## config.mk

```make
export PLATFORM = sky130hd
export DESIGN_NAME = byte_timer
export DESIGN_NICKNAME = d
export VERILOG_FILES = /design/src/rtl/timer_pkg.sv /design/src/rtl/tmr_regif.sv /design/src/rtl/tmr_shadow.sv /design/src/rtl/tmr_core.sv /design/src/rtl/tmr_rdmux.sv /design/src/rtl/byte_timer.sv
export SDC_FILE = /design/constraint.sdc
export NUM_CORES = 1
export LEC_CHECK = 0
export ABC_AREA = 0
export BUFFER_PORTS_ARGS = -buffer_cell sky130_fd_sc_hd__buf_4
export CORE_MARGIN = 5
export CORE_UTILIZATION = 60
export CTS_BUF_LIST = sky130_fd_sc_hd__clkbuf_2
export DETAILED_ROUTE_END_ITERATION = 7
export MAX_ROUTING_LAYER = met4
export PLACE_DENSITY = 0.82
export SYNTH_ARGS = -nofsm -noshare
export SYNTH_HDL_FRONTEND = slang
export SYNTH_SLANG_ARGS = --single-unit
```

## constraint.sdc

```tcl
create_clock -name clk -period 2 [get_ports clk]
set_input_delay 0.2 -clock clk [delete_from_list [all_inputs] [get_ports clk]]
set_output_delay 0.2 -clock clk [all_outputs]
set_load 0.02 [all_outputs]
```

## src/rtl/timer_pkg.sv

```systemverilog
package timer_pkg;

    localparam int TMR_BYTE_W = 8;
    localparam int TMR_ADDR_W = 2;

    typedef enum logic [TMR_ADDR_W-1:0] {
        REG_LO  = 2'd0,
        REG_HI  = 2'd1,
        REG_CTL = 2'd2,
        REG_RSV = 2'd3
    } tmr_reg_e;

    typedef enum logic {
        ACC_DIRECT   = 1'b0,
        ACC_BUFFERED = 1'b1
    } tmr_acc_e;

    typedef struct packed {
        logic wr_lo;
        logic wr_hi;
        logic wr_ctl;
        logic rd_lo;
        logic rd_hi;
        logic rd_ctl;
        logic rd_rsv;
    } tmr_strobe_t;

    function automatic tmr_strobe_t decode_access(
        input logic [TMR_ADDR_W-1:0] addr,
        input logic                  wr,
        input logic                  rd
    );
        tmr_strobe_t s;
        tmr_reg_e    r;
        r        = tmr_reg_e'(addr);
        s.wr_lo  = wr && (r == REG_LO);
        s.wr_hi  = wr && (r == REG_HI);
        s.wr_ctl = wr && (r == REG_CTL);
        s.rd_lo  = rd && (r == REG_LO);
        s.rd_hi  = rd && (r == REG_HI);
        s.rd_ctl = rd && (r == REG_CTL);
        s.rd_rsv = rd && (r == REG_RSV);
        return s;
    endfunction

endpackage

```

## src/rtl/tmr_regif.sv

```systemverilog
module tmr_regif
    import timer_pkg::*;
#(
    parameter int BYTE_W = TMR_BYTE_W
) (
    input  logic                  clk,
    input  logic                  rst,
    input  logic [TMR_ADDR_W-1:0] addr,
    input  logic                  wr,
    input  logic                  rd,
    input  logic [BYTE_W-1:0]     wdata,
    output tmr_strobe_t           strobe,
    output tmr_acc_e              mode
);

    always_comb begin
        strobe = decode_access(addr, wr, rd);
    end

    always_ff @(posedge clk) begin
        if (rst) begin
            mode <= ACC_DIRECT;
        end else if (strobe.wr_ctl) begin
            mode <= tmr_acc_e'(wdata[0]);
        end
    end

endmodule

```

## src/rtl/tmr_shadow.sv

```systemverilog
module tmr_shadow
    import timer_pkg::*;
#(
    parameter int BYTE_W = TMR_BYTE_W
) (
    input  logic              clk,
    input  logic              rst,
    input  tmr_acc_e          mode,
    input  tmr_strobe_t       strobe,
    input  logic [BYTE_W-1:0] wdata,
    input  logic [BYTE_W-1:0] live_hi,
    output logic [BYTE_W-1:0] shadow
);

    always_ff @(posedge clk) begin
        if (rst) begin
            shadow <= '0;
        end else if (mode == ACC_BUFFERED) begin
            if (strobe.wr_hi) begin
                shadow <= wdata;
            end else if (strobe.rd_lo) begin
                shadow <= live_hi;
            end
        end
    end

endmodule

```

## src/rtl/tmr_core.sv

```systemverilog
module tmr_core
    import timer_pkg::*;
#(
    parameter int BYTE_W = TMR_BYTE_W,
    parameter int NBYTES = 2
) (
    input  logic                     clk,
    input  logic                     rst,
    input  logic                     count_en,
    input  logic [NBYTES-1:0]        lane_ld,
    input  logic [NBYTES*BYTE_W-1:0] lane_val,
    output logic [NBYTES*BYTE_W-1:0] cnt,
    output logic                     wrap
);

    localparam int CW = NBYTES * BYTE_W;

    logic          any_ld;
    logic [CW-1:0] next_ld;
    logic [CW-1:0] cnt_inc;

    assign any_ld  = |lane_ld;
    assign cnt_inc = cnt + CW'(1);

    for (genvar g = 0; g < NBYTES; g++) begin : g_lane
        assign next_ld[g*BYTE_W +: BYTE_W] =
            lane_ld[g] ? lane_val[g*BYTE_W +: BYTE_W] : cnt[g*BYTE_W +: BYTE_W];
    end

    always_ff @(posedge clk) begin
        if (rst) begin
            cnt  <= '0;
            wrap <= 1'b0;
        end else begin
            wrap <= 1'b0;
            if (any_ld) begin
                cnt <= next_ld;
            end else if (count_en) begin
                cnt  <= cnt_inc;
                wrap <= &cnt;
            end
        end
    end

endmodule

```

## src/rtl/tmr_rdmux.sv

```systemverilog
module tmr_rdmux
    import timer_pkg::*;
#(
    parameter int BYTE_W = TMR_BYTE_W
) (
    input  logic              clk,
    input  logic              rst,
    input  tmr_strobe_t       strobe,
    input  tmr_acc_e          mode,
    input  logic [BYTE_W-1:0] live_lo,
    input  logic [BYTE_W-1:0] live_hi,
    input  logic [BYTE_W-1:0] shadow,
    output logic [BYTE_W-1:0] rdata
);

    logic [BYTE_W-1:0] sel;
    logic              any_rd;

    assign any_rd = strobe.rd_lo | strobe.rd_hi | strobe.rd_ctl | strobe.rd_rsv;

    always_comb begin
        sel = '0;
        if (strobe.rd_lo) begin
            sel = live_lo;
        end else if (strobe.rd_hi) begin
            sel = (mode == ACC_BUFFERED) ? shadow : live_hi;
        end else if (strobe.rd_ctl) begin
            sel    = '0;
            sel[0] = mode;
        end
    end

    always_ff @(posedge clk) begin
        if (rst) begin
            rdata <= '0;
        end else if (any_rd) begin
            rdata <= sel;
        end
    end

endmodule

```

## src/rtl/byte_timer.sv

```systemverilog
module byte_timer
    import timer_pkg::*;
#(
    parameter int BYTE_W = TMR_BYTE_W
) (
    input  logic                  clk,
    input  logic                  rst,
    input  logic [TMR_ADDR_W-1:0] bus_addr,
    input  logic                  bus_wr,
    input  logic                  bus_rd,
    input  logic [BYTE_W-1:0]     bus_wdata,
    output logic [BYTE_W-1:0]     bus_rdata,
    input  logic                  count_en,
    output logic                  wrap_pulse
);

    localparam int NBYTES = 2;
    localparam int CW     = NBYTES * BYTE_W;

    tmr_strobe_t       strobe;
    tmr_acc_e          mode;
    logic [BYTE_W-1:0] shadow;
    logic [CW-1:0]     cnt_q;
    logic [NBYTES-1:0] lane_ld;
    logic [CW-1:0]     lane_val;
    logic              cnt_wr;

    tmr_regif #(.BYTE_W(BYTE_W)) u_regif (
        .clk    (clk),
        .rst    (rst),
        .addr   (bus_addr),
        .wr     (bus_wr),
        .rd     (bus_rd),
        .wdata  (bus_wdata),
        .strobe (strobe),
        .mode   (mode)
    );

    tmr_shadow #(.BYTE_W(BYTE_W)) u_shadow (
        .clk     (clk),
        .rst     (rst),
        .mode    (mode),
        .strobe  (strobe),
        .wdata   (bus_wdata),
        .live_hi (cnt_q[CW-1 -: BYTE_W]),
        .shadow  (shadow)
    );

    always_comb begin
        lane_ld[0]             = strobe.wr_lo;
        lane_val[BYTE_W-1:0]   = bus_wdata;
        if (mode == ACC_BUFFERED) begin
            lane_ld[1]             = strobe.wr_lo;
            lane_val[CW-1 -: BYTE_W] = shadow;
        end else begin
            lane_ld[1]             = strobe.wr_hi;
            lane_val[CW-1 -: BYTE_W] = bus_wdata;
        end
    end

    assign cnt_wr = |lane_ld;

    tmr_core #(.BYTE_W(BYTE_W), .NBYTES(NBYTES)) u_core (
        .clk      (clk),
        .rst      (rst),
        .count_en (count_en),
        .lane_ld  (lane_ld),
        .lane_val (lane_val),
        .cnt      (cnt_q),
        .wrap     (wrap_pulse)
    );

    tmr_rdmux #(.BYTE_W(BYTE_W)) u_rdmux (
        .clk     (clk),
        .rst     (rst),
        .strobe  (strobe),
        .mode    (mode),
        .live_lo (cnt_q[BYTE_W-1:0]),
        .live_hi (cnt_q[CW-1 -: BYTE_W]),
        .shadow  (shadow),
        .rdata   (bus_rdata)
    );

endmodule

```

* Word-level counts from Yosys, hierarchy flattened *
Cells that the tools add are included.
W data, S select, Z words.

word-level totals
  register bits = 34
  latch bits = 0
  bits in writable memories = 0
  bits in read-only memories = 0
  input port bits = 15
  output and inout bits = 9
  word-level logic and storage cells = 44
  memories kept = 0

cells by class
  $add $sub $neg = 1
  multiply operators = 0
  div/mod/pow operators = 0
  order comparisons = 0
  equality and inequality tests = 5
  shifts and indexed selects = 0
  multiplexer cells = 12
  bitwise logic cells = 4
  reduce and logical (&&, ||, !) cells = 16

operators with widths
  kind                     number
  $mux W8                  8
  $mux W16                 2
  $add A16 B1 Y16 const B  1
  $reduce_and A16 Y1       1
  $logic_and A1 B1 Y1      7
  $reduce_and A2 Y1        3
  $eq A2 B2 Y1 const B     2
  $reduce_bool A2 Y1       2
  $reduce_or A4 Y1         1
  $or A1 B1 Y1             3
  $eq A2 B1 Y1 const B     1
  $logic_not A2 Y1         1
  $mux W1                  2
  $ne A2 B1 Y1 const B     1
  $ne A2 B2 Y1 const B     1
  $reduce_or A2 Y1         1
  $not A1 Y1               1

* Logic depth before layout (Yosys ltp) *
Gate-level depths: netlist of run 1.

  word-level depth = 6
  mapped depth = 7
  gate-level depth less buffers = 6

* Hierarchy *
Synthesis of run 1 repeated with hierarchy kept, for this count alone.

second synthesis, totals
  cells, all modules = 221
  area total of the unflattened synthesis = 2,187.1 µm²

by module, submodules not included
  module      times used  cells each  area an instance (µm²)  seq. area each (µm²)
  tmr_core    1           123         1,051.0                 340.3
  tmr_rdmux   1           40          466.7                   160.2
  tmr_shadow  1           36          425.4                   160.2
  byte_timer  1           10          146.4                   0.0
  tmr_regif   1           12          97.6                    20.0

* Least setup slack after synthesis of run 1 *
Ideal clock, no wire load.

  kind = register -> register
  from = register u_core.cnt[0]
  to = register u_core.cnt[8]
  setup time = 0.092 ns
  data arrival time = 1.467 ns
  data required time = 1.908 ns
  path slack = 0.441 ns
  stages on the path, launching flop included = 8
  path buffers = 1
  period minus slack after synthesis = 1.559 ns
  cell sequence = dfxtp_1 -> ha_1 -> and4_1 -> and3_1 -> buf_2 -> nand2_1 -> o31a_1 -> o32ai_1

on the way
  word-level cells in the longest chain between the ends = 3

RTL lines
  item                    line            RTL
  from (decl)             tmr_core.sv:12  output logic [NBYTES*BYTE_W-1:0] cnt,
  from (signal assigned)  tmr_core.sv:37  cnt <= next_ld;
  from (signal assigned)  tmr_core.sv:39  cnt <= cnt_inc;
  $add A16 B1 Y16         tmr_core.sv:23  assign cnt_inc = cnt + CW'(1);
  $mux W16                tmr_core.sv:38  end else if (count_en) begin
  $mux W16                tmr_core.sv:36  if (any_ld) begin

No other way between the ends. The select of a mux whose other input is x is not followed.
A chain may end at the register's enable or synchronous reset.

* Worst setup path after layout of run 1 *
Ends and elaborated chain as after synthesis.

==> impl_metrics.json, run 1 <==
{
  "status": "finished, final reports clean",
  "critical_path.slowest_cell": "dfxtp_1",
  "final_cell_mix": "40 x a21oi_1, 34 x nand2_1, 34 x dfxtp_1",
  "cp_data_required_time_ns": 2.32,
  "worstPathCellList": "ha_1 -> and4_1 -> and3_1 -> nand2_1 -> o31a_1 -> o32ai_1",
  "worst_slack_ns": 0.200,
  "synthMuxAreaShare_pct": 4.00,
  "grt_remaining_overflow": 0,
  "die_h_um": 68.6,
  "reg2reg_from": "u_core.cnt[0]",
  "seqPwrFrac_pct": 56.7,
  "die_area_um2": 4710,
  "synth_area_leader_cell": "dfxtp_1",
  "hp-class": "input pin to flop",
  "wire_per_inst_um": 16.7,
  "grt_antenna_before_repair": 0,
  "syn_area_per_cell_um2": 7.32,
  "synthToLayoutAreaGrowth_pct": 10.7,
  "ys_ff_latch": 34,
  "pre_cts_slack_ns": 0.278,
  "core_area_um2": 3340,
  "rsz0062_at_grt": "no",
  "synth_area_um2": 2060,
  "hold_end": "u_core.cnt[1]",
  "path_clk_slew_ns": 0.19,
  "synthTopCellsByArea": "dfxtp_1 33%, a21oi_1 9.7%, nand2_1 6.2%",
  "fin_cells": 344,
  "power_density_nw_per_um2": 560,
  "worstSetupPathType": "flop to flop",
  "reg2reg_slack_ns": 0.20,
  "cts_sinks": 34,
  "finalHoldViolations": 0,
  "fin_nets": 313,
  "postRouteAntennaNets": 0,
  "drc_errors": 0,
  "post-cts-setup-buffers": 0,
  "layout_commonest_cell": "a21oi_1",
  "maxCapViolations": 0,
  "end_kind": "flop",
  "ff2ff_path_depth": 6,
  "synth_compound_area_share_pct": 29.0,
  "dpl.hpwl_mm": 4.08,
  "via_per_inst": 6.24,
  "worstSkewPairLatency_ns": 0.39,
  "fin_skew_ns": 0.0162,
  "finalCritPeriodShare_pct": 90.0,
  "power_frac_comb_pct": 17.7,
  "drv_slew": 0,
  "cts_root_buffer": "clkbuf_2",
  "hold_path_depth": 3,
  "final_cell_area_um2": 2280,
  "yosys.area_share.simple_pct": 26.2,
  "grt_pass1_vias": 1921,
  "synth_cell_types": 44,
  "cts_hold_buf": 0,
  "cp_data_arrival_time_ns": 2.12,
  "hold_slack_ns": 0.0853,
  "synth_xor_area_share_pct": 0,
  "setup_violations": 0,
  "setup_tns_ns": 0,
  "ys_seq_area_share_pct": 33.0,
  "grt_max_degree": 36,
  "dp.cells": 336,
  "post_cts_resize_count": 0,
  "diodes": 0,
  "p_leak_nw": 0.849,
  "grt_pass1_wl_mm": 9.47,
  "path_max_fanout": 6,
  "layout-drive-gt1-share_pct": 15.1,
  "clockPowerShare_pct": 25.6,
  "timing.critical_path.buf_inv": 0,
  "intPower_mw": 0.875,
  "critPathTopFamily": "simple AND/OR/NAND/NOR gates",
  "yosys_warnings": 0,
  "fin_crit_ns": 1.80,
  "hp-start": "bus_wdata[1]",
  "synthAdderAreaFrac_pct": 0.606,
  "n_fill_cell": 302,
  "final_core_util_pct": 68.5,
  "cts_buffers": 5,
  "finalPower_mw": 1.28,
  "num_rows": 21,
  "drtIter0Drc": 220,
  "cp_slowest_stage_delay_ns": 0.47,
  "wl_mm": 5.74,
  "worst_pin_slew_ns": 0.641,
  "start_util_pct": 61.8,
  "first_pass_iters": 5,
  "h-tree-depth": 2,
  "io_buffer_count": 23,
  "die_w_um": 68.6,
  "clk_path_buf_depth": 2,
  "place.gp.congestion": 0.925,
  "synth_nets": 298,
  "grt_usage_pct": 28.2,
  "r2r_end": "u_core.cnt[8]",
  "fmax_ghz": 0.556,
  "cts_tree": "done",
  "synth_top_family_by_area": "compound AO/OA/AOI/OAI gates",
  "relSlewSlack_pct": 57.0,
  "route.vias.total": 2146,
  "yosysTopAreaCellShare_pct": 33.0,
  "place_area_um2": 2250,
  "start_kind": "flop",
  "ir_drop_mv": 0.399,
  "syn_inst": 282,
  "switching_power_mw": 0.403,
  "swShare_pct": 31.5,
  "ioPinCount": 24
}
-- cell families after synthesis --
group,Yosys count
AOI/OAI and AO/OA,96
adders and majority gates,1
buffers and inverters,34
DFF,34
muxes,8
and+or+nand+nor,109
-- how the worst max path moves through the flow --
stage                     cells past startpoint  slack, ns     startpoint            end
after floorplan                               7       0.44  u_core.cnt[0]  u_core.cnt[8]
after global placement                        6       0.34  u_core.cnt[0]  u_core.cnt[8]
after detailed placement                      6       0.28  u_core.cnt[0]  u_core.cnt[8]
after CTS                                     6       0.23  u_core.cnt[0]  u_core.cnt[8]
after global routing                          6       0.04  u_core.cnt[0]  u_core.cnt[8]
final                                         6       0.20  u_core.cnt[0]  u_core.cnt[8]
-- layer usage --
metal  GRT usage [%]  vias up  part of all wire [%]
met1            37.5      977                    44
li1                -     1044                     -
met5               -        -                     0
met2            40.9      113                    44
met3            7.94       12                    10
met4            9.43        0                   2.3
-- cell type report --
class	count	area [um^2]	share of cell area (%)
tap	46	57.6	2.52
clock inverter	2	8.76	0.383
multi-input combinational	214	1230	54.0
inverter	11	41.3	1.81
timing repair buffer	31	233	10.2
sequential	34	681	29.8
clock buffer	6	30.0	1.31
-- power groups by stage --
stage	Clock, mW	Sequential [mW]	Combinational [mW]
2_1_floorplan	0	0.733	0.145
3_3_place_gp	0	0.737	0.220
3_5_place_dp	0	0.738	0.221
4_1_cts	0.329	0.724	0.222
5_1_grt	0.376	0.729	0.246
6_report	0.328	0.725	0.226
-- sequential cells by signal, indices dropped and copies added (netlist names) --
signal	cells
u_rdmux.rdata	8
u_core.cnt	16
u_shadow.shadow	8
u_core.wrap	1
u_regif.mode	1
-- cell usage after synthesis, drive strengths merged --
| library cell | n |
|---|---|
| a21oi | 40 |
| dfxtp | 34 |
| nand2 | 34 |
| nor2 | 30 |
| o21ai | 17 |
| clkbuf | 13 |
| inv | 11 |
| buf | 10 |
| a31oi | 9 |
| nand3 | 9 |
| nor2b | 8 |
| mux2i | 6 |
| o32ai | 6 |
| and4 | 5 |
| nand4 | 5 |
| o2bb2ai | 5 |
| nand2b | 4 |
| a211oi | 3 |
| a22oi | 3 |
| and3 | 3 |
| nor3 | 3 |
| a22o | 2 |
| a311oi | 2 |
| and2 | 2 |
| mux2 | 2 |
| nand3b | 2 |
| o22ai | 2 |
| o31a | 2 |
| or2 | 2 |
| a21o | 1 |
| a32oi | 1 |
| a41oi | 1 |
| ha | 1 |
| nor3b | 1 |
| o22a | 1 |
| o32a | 1 |
| or3b | 1 |
-- worst reg2reg max path, cell delays in order, from the launching register on --
cell,delay [ns]
dfxtp_1,0.47
ha_1,0.24
and4_1,0.28
and3_1,0.29
nand2_1,0.10
o31a_1,0.24
o32ai_1,0.10
Power figures use the tool's default switching activity.
==> inputs of run 2 (changes only) <==
- CORE_UTILIZATION: 60 -> 61
- SYNTH_HIERARCHICAL: not set -> 1
==> run 2 against run 1 <==
Clock skew up 0.0035 ns. Worst hold slack worse by 0.020 ns. Register-to-register slack worse by 0.08 ns. Largest power group unchanged.
==> impl_metrics.json, run 2 <==
{
  "status": "finished, final reports clean",
  "core_area_um2": 3420,
  "grt_pass1_wl_mm": 9.25,
  "fmax_ghz": 0.531,
  "path_clk_slew_ns": 0.17,
  "start_util_pct": 64.0,
  "wl_met3_um": 469,
  "synth_common_cells": "34 x dfxtp_1, 27 x nor2_1, 16 x mux2_4, 11 x mux2i_1, 9 x nand2_1",
  "critPathTopFamily": "flip-flops",
  "die_w_um": 69.9,
  "cp_data_required_time_ns": 2.25,
  "fin_crit_ns": 1.89,
  "num_rows": 21,
  "grt_remaining_overflow": 0,
  "synth_area_um2": 2190,
  "finalPower_mw": 1.33,
  "clk_path_buf_depth": 2,
  "worst_slack_ns": 0.115,
  "synthToLayoutAreaGrowth_pct": 12.1,
  "drtIter0Drc": 157,
  "met2WireLength_mm": 2.66,
  "top_layer": "met4",
  "die_h_um": 69.9,
  "fin_skew_ns": 0.0197,
  "p_leak_nw": 0.932,
  "setup_violations": 0,
  "n_fill_cell": 276,
  "grt_max_degree": 34,
  "maxCapViolations": 0,
  "synth_ff_type": "dfxtp_1",
  "drv_slew": 0,
  "synth_most_common_cell": "dfxtp_1",
  "setup_tns_ns": 0,
  "syn_inst": 221,
  "yosys_warnings": 6,
  "ir_drop_mv": 0.344,
  "synthArstFlopShare_pct": 0,
  "first_pass_iters": 5,
  "layout_commonest_cell": "buf_4",
  "ys_ff_latch": 34,
  "cts_sinks": 34,
  "synth_nets": 237,
  "postRouteAntennaNets": 0,
  "fin_nets": 268,
  "ioPinCount": 24,
  "h-tree-depth": 2,
  "grt_pass1_vias": 1809,
  "largest_reg_flops": 16,
  "synth_cell_types": 62,
  "die_area_um2": 4880,
  "finalCritPeriodShare_pct": 94.3,
  "wire_per_inst_um": 18.8,
  "largest-register": "u_core/cnt",
  "io_buffer_count": 23,
  "worstSkewPairLatency_ns": 0.39,
  "post_cts_resize_count": 0,
  "pre_cts_slack_ns": 0.166,
  "hp-class": "input pin to flop",
  "rsz0062_at_grt": "no",
  "final_cell_mix": "35 x buf_4, 34 x dfxtp_1, 27 x nor2_1",
  "worst_pin_slew_ns": 0.613,
  "path_max_fanout": 6,
  "worstSetupPathType": "flop to flop",
  "reg.largest.list": "u_core/cnt: 16 flops, u_rdmux/rdata: 8 flops, u_shadow/shadow: 8 flops",
  "start_kind": "flop",
  "worstPathCellList": "ha_1 -> and4_1 -> nand4_1 -> mux2i_1 -> a2111oi_0",
  "cp_slowest_stage_delay_ns": 0.51,
  "timing.critical_path.buf_inv": 0,
  "synth_edf_count": 0,
  "cts_hold_buf": 0,
  "critical_path.slowest_cell": "dfxtp_1",
  "grt_usage_pct": 24.2,
  "syn_area_per_cell_um2": 9.90,
  "wl_met1_mm": 2.41,
  "finalHoldViolations": 0,
  "via_per_inst": 6.42,
  "yosysTopAreaCellShare_pct": 31.1,
  "ys_seq_area_share_pct": 31.1,
  "cp_data_arrival_time_ns": 2.13,
  "dpl.hpwl_mm": 4.06,
  "synth_area_leader_cell": "dfxtp_1",
  "cts_tree": "done",
  "relSlewSlack_pct": 59.0,
  "cts_buffers": 5,
  "wl_mm": 5.62,
  "power_density_nw_per_um2": 542,
  "diodes": 0,
  "grt_antenna_before_repair": 0,
  "place.gp.congestion": 0.907,
  "cts_root_buffer": "clkbuf_2",
  "layout-drive-gt1-share_pct": 31.6,
  "post-cts-setup-buffers": 0,
  "route.vias.total": 1919,
  "drc_errors": 0,
  "synthTopCellsByArea": "dfxtp_1 31%, mux2_4 11%, mux2i_1 5.0%",
  "end_kind": "flop"
}
## run 2: cell count changes in the layout (fill, tap and decap cells not counted), sizes merged, moves of 9 or more
cell    previous run  this run
a21oi             40         4
nand2             34         9
mux2               2        17
o21ai             17         4
a211oi             3        14
a31oi              9         0
inv               11         2
## run 2: area by class of cell
cell class / count / area [um^2] / share of cell area, %
clock buffer: 5 / 25.0 / 1.02
clock inverter: 3 / 11.3 / 0.459
inverter: 4 / 15.0 / 0.612
multi-input combinational: 172 / 1400 / 57.1
sequential: 34 / 681 / 27.8
tap: 46 / 57.6 / 2.35
timing repair buffer: 35 / 263 / 10.7
## run 2: cells by family after synthesis
| group | Yosys count | synth area share (%) |
|---|---|---|
| adder cells (fa/ha/maj) | 1 | 0.572 |
| AND/OR/NAND/NOR | 91 | 25.0 |
| multiplexers | 28 | 16.5 |
| AO/OA/AOI/OAI | 45 | 19.1 |
| buffers and inverters | 15 | 4.86 |
| XOR/XNOR | 7 | 2.80 |
| flip-flops | 34 | 31.1 |
## run 2: final timing paths
check,end,depth (start not counted),from,slack (ns)
worst max-delay path,u_core/cnt[12],5,u_core/cnt[1],0.11
worst min-delay path,u_core/cnt[2],2,bus_wdata[2],0.07
worst max register to register,u_core/cnt[12],5,u_core/cnt[1],0.11
worst min register to register,u_rdmux/rdata[0],2,u_rdmux/rdata[0],0.52
## run 2: metrics by stage
stage	util, %	cell area [um^2]	instances	hold slack (ns)
detailed placement	70.7	2420	291	0.466
CTS	71.8	2450	299	0.0580
global placement	70.7	2420	291	0.452
global route	71.8	2450	299	0.0305
finish	71.8	2450	299	0.0652
floorplan	-	2190	221	0.269
## run 2: metal layers
metal | track usage, % | vias to the layer above
li1 | - | 914
met5 | - | -
met1 | 31.1 | 899
met4 | 9.79 | 0
met3 | 5.88 | 12
met2 | 36.3 | 94
## run 2: worst register-to-register path: stages, from the launching register on
cell,delay [ns]
dfxtp_1,0.51
ha_1,0.26
and4_1,0.27
nand4_1,0.14
mux2i_1,0.14
a2111oi_0,0.44
## run 2: power by group
part	leakage (nW)	internal [mW]	switching, mW
registers	0.276	0.707	0.0407
clock network	0.0255	0.0746	0.230
logic	0.630	0.133	0.144
total	0.932	0.915	0.415
==> inputs of run 3 (changes only) <==
- CORE_ASPECT_RATIO: not set -> 0.8
- CORE_UTILIZATION: 61 -> 45
- PLACE_DENSITY: 0.82 -> not set
==> run 3 against run 2 <==
Sequential share of layout area decreased by 0.43 points. Clock power increased by 3%. Wire length increased by 3.3%. Register-to-register slack better by 0.12 ns.
==> impl_metrics.json, run 3 (synthesis gave the netlist of run 2 again) <==
{
  "power_density_nw_per_um2": 541,
  "drc_errors": 0,
  "start_util_pct": 47.0,
  "diodes": 0,
  "cts_root_buffer": "clkbuf_2",
  "critical_path.slowest_cell": "a2111oi_0",
  "num_rows": 22,
  "worst_pin_slew_ns": 0.544,
  "place_area_um2": 2460,
  "synthToLayoutAreaGrowth_pct": 13.9,
  "dp.cells": 308,
  "rsz0062_at_grt": "no",
  "postRouteAntennaNets": 0,
  "cts_sinks": 34,
  "fin_cells": 315,
  "fmax_ghz": 0.568,
  "setup_tns_ns": 0,
  "largest-register": "u_core/cnt",
  "finalPower_mw": 1.35,
  "cp_data_arrival_time_ns": 2.02,
  "p_leak_nw": 0.953,
  "cts_buffers": 5,
  "ir_drop_mv": 0.328,
  "path_clk_slew_ns": 0.17,
  "grt_usage_pct": 19.8,
  "die_area_um2": 6360,
  "n_fill_cell": 480,
  "ioPinCount": 24,
  "worstPathCellList": "ha_1 -> and4_1 -> buf_4 -> a2111oi_0 -> nor4_1",
  "setup_violations": 0,
  "core_area_um2": 4650,
  "grt_remaining_overflow": 0,
  "post_cts_resize_count": 0,
  "fin_nets": 271,
  "drtIter0Drc": 192,
  "layout-drive-gt1-share_pct": 33.3,
  "relSlewSlack_pct": 62.8,
  "final_cell_area_um2": 2490,
  "via_per_inst": 6.01,
  "drv_slew": 0,
  "grt_max_degree": 33,
  "die_w_um": 87.9,
  "reg.largest.list": "u_core/cnt: 16 flops, u_rdmux/rdata: 8 flops, u_shadow/shadow: 8 flops",
  "start_kind": "flop",
  "status": "finished, final reports clean",
  "finalCritPeriodShare_pct": 88.0,
  "multi_input_area_um2": 1400,
  "first_pass_iters": 5,
  "grt_antenna_before_repair": 0,
  "cp_data_required_time_ns": 2.26,
  "post-cts-setup-buffers": 0,
  "wire_per_inst_um": 18.4,
  "h-tree-depth": 2,
  "cts_tree": "done",
  "largest_reg_flops": 16,
  "end_kind": "flop",
  "cp_slowest_stage_delay_ns": 0.54,
  "io_buffer_count": 23,
  "final_cell_mix": "38 x buf_4, 34 x dfxtp_1, 27 x nor2_1",
  "dpl.hpwl_mm": 4.23,
  "register_area_um2": 681,
  "fin_crit_ns": 1.76,
  "clk_path_buf_depth": 2,
  "cts_hold_buf": 0,
  "grt_pass1_wl_mm": 9.35,
  "hp-class": "input pin to flop",
  "finalHoldViolations": 0,
  "ff2ff_path_depth": 5,
  "die_h_um": 72.4,
  "maxCapViolations": 0,
  "path_max_fanout": 3,
  "grt_pass1_vias": 1750,
  "worstSkewPairLatency_ns": 0.36,
  "layout_commonest_cell": "buf_4",
  "route.vias.total": 1892,
  "worstSetupPathType": "flop to flop",
  "wl_mm": 5.81,
  "hold_path_depth": 2,
  "place.gp.congestion": 0.869,
  "fin_skew_ns": 0.00988
}
## run 3: changes by cell type in the layout (fill, tap and decap cells not counted)
cell / change
buf_4: +3
clkinv_1: -3
clkbuf_2: +2
## run 3: path summary, 6_finish.rpt
kind | end | from | slack (ns)
max | u_core/cnt[6] | u_core/cnt[0] | 0.24
min reg2reg | u_rdmux/rdata[0] | u_rdmux/rdata[0] | 0.50
min | u_core/cnt[2] | bus_wdata[2] | 0.07
max reg2reg | u_core/cnt[6] | u_core/cnt[0] | 0.24
## run 3: metrics by stage
step,utilization (%),hold slack (ns),worst slack (ns)
5_1_grt,53.6,0.0600,0.137
3_5_place_dp,52.8,0.456,0.109
3_3_place_gp,52.8,0.450,0.143
4_1_cts,53.6,0.0506,0.266
2_1_floorplan,-,0.269,0.0795
6_report,53.6,0.0711,0.239
## run 3: power by group
part	internal, mW	switching, mW	total [mW]
clock network	0.0912	0.224	0.315
logic	0.138	0.154	0.292
registers	0.707	0.0334	0.740
## run 3: final cells by class
| type | count | area share, % |
|---|---|---|
| multi-input cells | 172 | 56.2 |
| repair buffers | 38 | 11.5 |
| clock buffers | 7 | 1.41 |
| flip-flops and latches | 34 | 27.3 |
| inverters | 4 | 0.603 |
| well taps | 60 | 3.01 |
## run 3: layer usage
metal / track usage (%) / vias up / routed length [um]
li1: - / 918 / -
met4: 3.92 / 0 / 31
met1: 29.8 / 895 / 2950
met2: 27.4 / 75 / 2400
met3: 3.63 / 4 / 424
met5: - / - / 0
## run 3: worst max-delay path: cells and delay by family (launching register included)
| family | cells | cell delay [ns] |
|---|---|---|
| AND/OR/NAND/NOR | 2 | 0.35 |
| flip-flops | 1 | 0.38 |
| adder cells (fa/ha/maj) | 1 | 0.22 |
| AO/OA/AOI/OAI | 1 | 0.54 |
| buffers and inverters | 1 | 0.16 |
